===== src/rtl/spi_tim_pkg.sv =====
package spi_tim_pkg;

  localparam int GAP_W  = 6;
  localparam int SIZE_W = 5;
  localparam int KIND_W = 3;

  typedef enum logic [KIND_W-1:0] {
    MK_D0_FIRST  = 3'd0,
    MK_D1_FIRST  = 3'd1,
    MK_PLAIN     = 3'd2,
    MK_D1_RAM    = 3'd3,
    MK_LINK_MEM  = 3'd4,
    MK_LINK_REG  = 3'd5
  } mem_kind_e;

  typedef struct packed {
    logic              idle_high;
    logic              clk_always;
    logic [GAP_W-1:0]  gap;
    logic [SIZE_W-1:0] size;
    logic [KIND_W-1:0] kind;
  } tim_cfg_t;

  function automatic logic d1_leads(input logic [KIND_W-1:0] kind);
    return (kind == MK_D1_FIRST) || (kind == MK_D1_RAM);
  endfunction

endpackage


===== src/rtl/spi_gap_timer.sv =====
module spi_gap_timer #(
  parameter int GAP_W   = 6,
  parameter bit EXT_GAP = 1'b1
) (
  input  logic             clk,
  input  logic             rst_n,
  input  logic             load,
  input  logic [GAP_W-1:0] gap,
  output logic             expired
);
  localparam int CW = GAP_W + 1;

  logic [GAP_W-1:0] gap_eff;
  logic [CW-1:0]    cnt_q, cnt_d;

  generate
    if (EXT_GAP) begin : g_full
      assign gap_eff = gap;
    end else begin : g_short
      assign gap_eff = {{(GAP_W-3){1'b0}}, gap[2:0]};
    end
  endgenerate

  // load 2*(gap+1)-1 so the counter reaches zero in the last required high cycle
  always_comb begin
    cnt_d = cnt_q;
    if (load)              cnt_d = {gap_eff, 1'b1};
    else if (cnt_q != '0)  cnt_d = cnt_q - 1'b1;
  end

  always_ff @(posedge clk or negedge rst_n) begin
    if (!rst_n) cnt_q <= '0;
    else        cnt_q <= cnt_d;
  end

  assign expired = (cnt_q == '0);

  AST_GAP_ARMED: assert property (@(posedge clk) disable iff (!rst_n)
    load |=> !expired);

endmodule


===== src/rtl/spi_sck_gen.sv =====
module spi_sck_gen #(
  parameter int CNT_W = 16
) (
  input  logic             clk,
  input  logic             rst_n,
  input  logic             start,
  input  logic [CNT_W-1:0] bits,
  input  logic             free_run,
  input  logic             idle_high,
  output logic             sck,
  output logic             active,
  output logic             last
);
  logic             act_q, act_d;
  logic             ph_q, ph_d;
  logic [CNT_W-1:0] left_q, left_d;
  logic [CNT_W-1:0] bits_eff;

  assign bits_eff = (bits == '0) ? CNT_W'(1) : bits;
  assign last     = act_q && ph_q && (left_q == CNT_W'(1));

  always_comb begin
    act_d  = act_q;
    ph_d   = ph_q;
    left_d = left_q;
    if (start) begin
      act_d  = 1'b1;
      ph_d   = 1'b0;
      left_d = bits_eff;
    end else if (act_q) begin
      ph_d = ~ph_q;
      if (ph_q)  left_d = left_q - 1'b1;
      if (last)  act_d  = 1'b0;
    end else begin
      ph_d = free_run ? ~ph_q : 1'b0;
    end
  end

  always_ff @(posedge clk or negedge rst_n) begin
    if (!rst_n) begin
      act_q  <= 1'b0;
      ph_q   <= 1'b0;
      left_q <= '0;
    end else begin
      act_q  <= act_d;
      ph_q   <= ph_d;
      left_q <= left_d;
    end
  end

  assign active = act_q;
  assign sck    = (act_q || free_run) ? ph_q : idle_high;

  AST_LEFT_NONZERO: assert property (@(posedge clk) disable iff (!rst_n)
    act_q |-> (left_q != '0));

endmodule


===== src/rtl/spi_addr_mask.sv =====
module spi_addr_mask #(
  parameter int ADDR_W = 32,
  parameter int SIZE_W = 5
) (
  input  logic [ADDR_W-1:0] addr_i,
  input  logic [SIZE_W-1:0] size,
  output logic [ADDR_W-1:0] addr_o
);
  generate
    for (genvar i = 0; i < ADDR_W; i++) begin : g_bit
      localparam int unsigned IDX = i;
      assign addr_o[i] = addr_i[i] & (IDX <= 32'(size));
    end
  endgenerate
endmodule


===== src/rtl/spi_clkcs_ctrl.sv =====
module spi_clkcs_ctrl
  import spi_tim_pkg::*;
#(
  parameter int ADDR_W  = 32,
  parameter int CNT_W   = 16,
  parameter bit EXT_GAP = 1'b1
) (
  input  logic              clk,
  input  logic              rst_n,
  input  logic              cfg_clk_mode3,
  input  logic              cfg_free_run,
  input  logic [GAP_W-1:0]  cfg_gap,
  input  logic [SIZE_W-1:0] cfg_dev_size,
  input  logic [KIND_W-1:0] cfg_mem_type,
  input  logic              req_valid,
  output logic              req_ready,
  input  logic [CNT_W-1:0]  req_bits,
  input  logic [ADDR_W-1:0] req_addr,
  input  logic [15:0]       word_in,
  output logic              sck,
  output logic              cs_n,
  output logic [ADDR_W-1:0] addr_out,
  output logic [15:0]       word_out,
  output logic              done
);
  tim_cfg_t          cfg_in, cfg_q, cfg_d, cfg_eff;
  logic              busy, last, start, gap_free;
  logic [ADDR_W-1:0] addr_masked, addr_q, addr_d;
  logic              done_q, done_d;

  assign cfg_in = '{idle_high:  cfg_clk_mode3,
                    clk_always: cfg_free_run,
                    gap:        cfg_gap,
                    size:       cfg_dev_size,
                    kind:       cfg_mem_type};

  // settings follow the inputs while idle and freeze for a command
  assign cfg_eff   = busy ? cfg_q : cfg_in;
  assign req_ready = !busy && gap_free;
  assign start     = req_valid && req_ready;

  spi_sck_gen #(.CNT_W(CNT_W)) u_sck (
    .clk       (clk),
    .rst_n     (rst_n),
    .start     (start),
    .bits      (req_bits),
    .free_run  (cfg_eff.clk_always),
    .idle_high (cfg_eff.idle_high),
    .sck       (sck),
    .active    (busy),
    .last      (last)
  );

  spi_gap_timer #(.GAP_W(GAP_W), .EXT_GAP(EXT_GAP)) u_gap (
    .clk     (clk),
    .rst_n   (rst_n),
    .load    (last),
    .gap     (cfg_q.gap),
    .expired (gap_free)
  );

  spi_addr_mask #(.ADDR_W(ADDR_W), .SIZE_W(SIZE_W)) u_mask (
    .addr_i (req_addr),
    .size   (cfg_eff.size),
    .addr_o (addr_masked)
  );

  always_comb begin
    cfg_d  = busy  ? cfg_q : cfg_in;
    addr_d = start ? addr_masked : addr_q;
    done_d = last;
  end

  always_ff @(posedge clk or negedge rst_n) begin
    if (!rst_n) begin
      cfg_q  <= '0;
      addr_q <= '0;
      done_q <= 1'b0;
    end else begin
      cfg_q  <= cfg_d;
      addr_q <= addr_d;
      done_q <= done_d;
    end
  end

  assign cs_n     = ~busy;
  assign done     = done_q;
  assign addr_out = addr_q;
  assign word_out = d1_leads(cfg_eff.kind) ? word_in : {word_in[7:0], word_in[15:8]};

  AST_IDLE_LEVEL: assert property (@(posedge clk) disable iff (!rst_n)
    (cs_n && !cfg_free_run) |-> (sck == cfg_clk_mode3));
  AST_CS_FALL_HS: assert property (@(posedge clk) disable iff (!rst_n)
    $fell(cs_n) |-> $past(req_valid && req_ready));
  AST_GAP_STALL: assert property (@(posedge clk) disable iff (!rst_n)
    $rose(cs_n) |-> !req_ready);
  AST_ADDR_MASKED: assert property (@(posedge clk) disable iff (!rst_n)
    !cs_n |-> ((addr_out >> (32'(cfg_q.size) + 1)) == '0));
  AST_DONE_AT_RISE: assert property (@(posedge clk) disable iff (!rst_n)
    done |-> (cs_n && !$past(cs_n)));
  AST_RISE_DONE: assert property (@(posedge clk) disable iff (!rst_n)
    $rose(cs_n) |-> done);
  AST_CFG_FROZEN: assert property (@(posedge clk) disable iff (!rst_n)
    (!cs_n && !$past(cs_n)) |-> $stable(cfg_q));

endmodule


===== config.mk =====
export PLATFORM = sky130hd
export DESIGN_NAME = spi_clkcs_ctrl
export DESIGN_NICKNAME = d
export VERILOG_FILES = /design/src/rtl/spi_tim_pkg.sv /design/src/rtl/spi_gap_timer.sv /design/src/rtl/spi_sck_gen.sv /design/src/rtl/spi_addr_mask.sv /design/src/rtl/spi_clkcs_ctrl.sv
export SDC_FILE = /design/constraint.sdc
export NUM_CORES = 1
export LEC_CHECK = 0
export BUFFER_PORTS_ARGS = -buffer_cell sky130_fd_sc_hd__buf_2
export CELL_PAD_IN_SITES_DETAIL_PLACEMENT = 0
export CELL_PAD_IN_SITES_GLOBAL_PLACEMENT = 1
export CORE_UTILIZATION = 25
export CTS_CLUSTER_SIZE = 20
export DETAILED_ROUTE_END_ITERATION = 8
export MAX_ROUTING_LAYER = met4
export PLACE_DENSITY_LB_ADDON = 0.1
export SYNTH_ARGS = -nofsm -noshare
export SYNTH_HDL_FRONTEND = slang
export SYNTH_SLANG_ARGS = --single-unit
export TNS_END_PERCENT = 20

===== constraint.sdc =====
create_clock -name clk -period 2.6 [get_ports clk]
set_clock_uncertainty 0.15 [all_clocks]
set_input_delay 0.13 -clock clk [delete_from_list [all_inputs] [get_ports clk]]
set_output_delay 0.13 -clock clk [all_outputs]
set_load 0.1 [all_outputs]

==> metrics.cfg <==
[setup_path]
critPathMaxStageDelay_ns = 0.40
crit_path_start_kind = flip-flop
cp.depth = 6
reg2reg_to = u_sck.left_q[3]
r2r_slack_ns = 0.44
critPathTopFamily = simple AND/OR/NAND/NOR gates
arrival_ns = 2.09
path_buf_inv = 2
cp_max_fo = 27
cp.required_ns = 2.32
endpoint = word_out[7]
r2r_cells = 7
crit_path_frequent_cell = nand2_1
path_cells = buf_4 > mux2_2 > nand2b_2 > nand2_1 > nand2_1 > buf_12
worstSetupPathType = reg -> out
end_kind = primary output
slowest_stage = mux2_2
reg2reg_from = u_gap.cnt_q[0]
crit_path_start = u_sck.active

[logic_synthesis]
synth_seq_cells = 71
synthFlopType = dfrtp_1
synth_edf_count = 0
synth_cell_types = 60
syn_inst = 390
ys_seq_area_frac = 0.486
syn_nets = 476
async_reset_ff_frac = 1.00
synth_area_mm2 = 0.00365
syn_avg_cell_area_um2 = 9.37
yosys_warnings = 0

[floorplanning]
die_x_um = 123
row_count = 43
dieArea_mm2 = 0.0151
io_pins = 135
die_h_um = 123
core_mm2 = 0.0140
start_util = 0.260

[timing]
drv_slew = 0
hold_violations = 1
period_share = 0.912
tightest_slew_ns = 0.972
rsz0062_at_grt = no
slew_headroom = 0.352
min_period_ns = 2.37
fmax_mhz = 422
finalSetupViolCount = 0
fin_tns_setup_ns = 0
whs_ns = -0.00614

[final_layout]
final_cells = 767
most-common-layout-cells = buf_2, nand2_1, dfrtp_1
drive_gt1_frac = 0.317
final_common_cell = buf_2
n_antenna_cell = 0
nets = 668
area_growth_pct = 54.2

[power_and_ir_drop]
ir_drop_v = 0.000306
leakagePower_uw = 0.00272
powerDensity_mw_per_mm2 = 565

[global_route]
grt_max_degree = 72
overflow = 0
gr-usage-all-layers = 0.165
grt_pass1_wl_mm = 18.2
grt_pass1_vias = 3617
antenna_found_initial = 0

[placed_design]
dp_cells = 694
globalplace.congestion = 0.737
portBuffers = 133
dp_hpwl_mm = 7.98

[clock_tree]
clock_sinks = 71
cts_made_buffers = 9
post_cts_buffers = 0
h-tree-depth = 3
clockBufferDepth = 2
path_clk_slew_ns = 0.06
cts_root_buf = clkbuf_16
clk_latency_ns = 0.34
cts_tree = done

[route]
vias = 3573
drt_iter0_markers = 150
routed_wl_mm = 11.4
vias_per_cell = 4.66
post_drt_wl_per_cell_um = 14.8
drt_pass1_iterations = 4
ant_nets = 0
drc = 0

[outcome]
status = finished, violations left
violations = hold timing

[run]
cap_violations = 0

[min_path]
hold_class = in -> reg
hp-start = req_bits[13]

report_power, final:
| group | switching (uW) | total [uW] | internal [uW] |
|---|---|---|---|
| logic | 370 | 672 | 302 |
| registers | 85.9 | 1260 | 1180 |
| clock network | 478 | 1250 | 769 |
worst min path at each step:
stage	endpoint	slack, ns	depth (start not counted)
finish	u_sck.left_q[13]	-0.006	3
global route	u_sck.left_q[13]	0.01	3
CTS	u_sck.left_q[13]	0.003	3
detailed placement	addr_out[0]	0.19	3
global placement	addr_out[0]	0.18	3
floorplan	addr_out[0]	-0.32	0
cells by family after synthesis:
group | after synthesis | share of synthesized area
XOR/XNOR | 10 | 0.0240
AO/OA/AOI/OAI | 89 | 0.172
multiplexers | 12 | 0.0370
flip-flops | 71 | 0.486
buffers and inverters | 27 | 0.0380
adder cells (fa/ha/maj) | 3 | 0.0103
AND/OR/NAND/NOR | 178 | 0.233
registers in the layout, indices dropped and copies added, names as in the netlist:
| register | count |
|---|---|
| u_gap.cnt_q | 7 |
| u_sck.ph_q | 1 |
| u_sck.active | 1 |
| u_sck.left_q | 16 |
| addr_out | 32 |
| done | 1 |
| cfg_q | 13 |
stage by stage:
stage | power [uW] | hold slack, ns | area [um2] | utilization | setup WS, ns
2_1_floorplan | 1630 | -0.316 | 3660 | - | 0.302
3_3_place_gp | 1880 | 0.175 | 4770 | 0.340 | 0.414
3_5_place_dp | 1890 | 0.189 | 4770 | 0.340 | 0.397
4_1_cts | 3230 | 0.00344 | 5630 | 0.401 | 0.0509
5_1_grt | 3340 | 0.0141 | 5630 | 0.401 | 0.0696
6_report | 3180 | -0.00614 | 5630 | 0.401 | 0.229
worst register-to-register path, stage by stage (launching register included):
cell	delay, ns
dfrtp_1	0.40
inv_1	0.06
ha_1	0.19
nor4b_4	0.28
nand2_2	0.23
nor2_4	0.33
a21oi_1	0.10
a221o_1	0.31
cell type report:
| class | instances | area (um2) |
|---|---|---|
| Timing Repair Buffer | 200 | 1570 |
| Clock buffer | 13 | 250 |
| Inverter | 8 | 30.0 |
| Tap cell | 180 | 225 |
| Multi-Input combinational cell | 292 | 1740 |
| Fill cell | 1429 | 8410 |
| Clock inverter | 3 | 42.5 |
| Sequential cell | 71 | 1780 |
Yosys cell counts, types with 2 or more instances:
| master | n | area share |
|---|---|---|
| nand2_1 | 95 | 0.098 |
| dfrtp_1 | 71 | 0.49 |
| nor2_1 | 24 | 0.025 |
| o21ai_0 | 18 | 0.025 |
| a21oi_1 | 14 | 0.019 |
| a32o_1 | 13 | 0.036 |
| mux2_2 | 11 | 0.034 |
| nor3_1 | 11 | 0.015 |
| o21ai_1 | 10 | 0.014 |
| buf_2 | 8 | 0.011 |
| nand3_1 | 8 | 0.011 |
| inv_1 | 7 | 0.0072 |
| xor2_1 | 7 | 0.017 |
| nand2_2 | 6 | 0.010 |
| clkbuf_1 | 5 | 0.0051 |
| nand2b_1 | 5 | 0.0086 |
| nor2b_1 | 5 | 0.0086 |
| a21o_1 | 4 | 0.0082 |
| a22o_1 | 4 | 0.0096 |
| nor4_1 | 4 | 0.0068 |
| o21ai_2 | 4 | 0.0096 |
| or3_1 | 4 | 0.0068 |
| buf_1 | 3 | 0.0031 |
| ha_1 | 3 | 0.010 |
| o2111ai_1 | 3 | 0.0072 |
| o31ai_1 | 3 | 0.0062 |
| xnor2_1 | 3 | 0.0072 |
| a311oi_1 | 2 | 0.0048 |
| a32oi_1 | 2 | 0.0048 |
| and2_1 | 2 | 0.0034 |
| o211ai_1 | 2 | 0.0041 |
routing by layer:
metal / up-vias / global-route usage / share of wire
met4: 0 / 0.0556 / 0.014
li1: 1764 / - / -
met5: - / - / 0
met2: 104 / 0.244 / 0.43
met3: 11 / 0.0470 / 0.061
met1: 1694 / 0.215 / 0.50
repair_timing:
item | in CTS | in global routing
setup endpoints to repair | 0 | 16
resized for setup | 0 | 1
hold buffers | 57 | 0
endpoints found under the hold margin | 127 | 0
No activity file was read; power rests on OpenSTA's default activity.
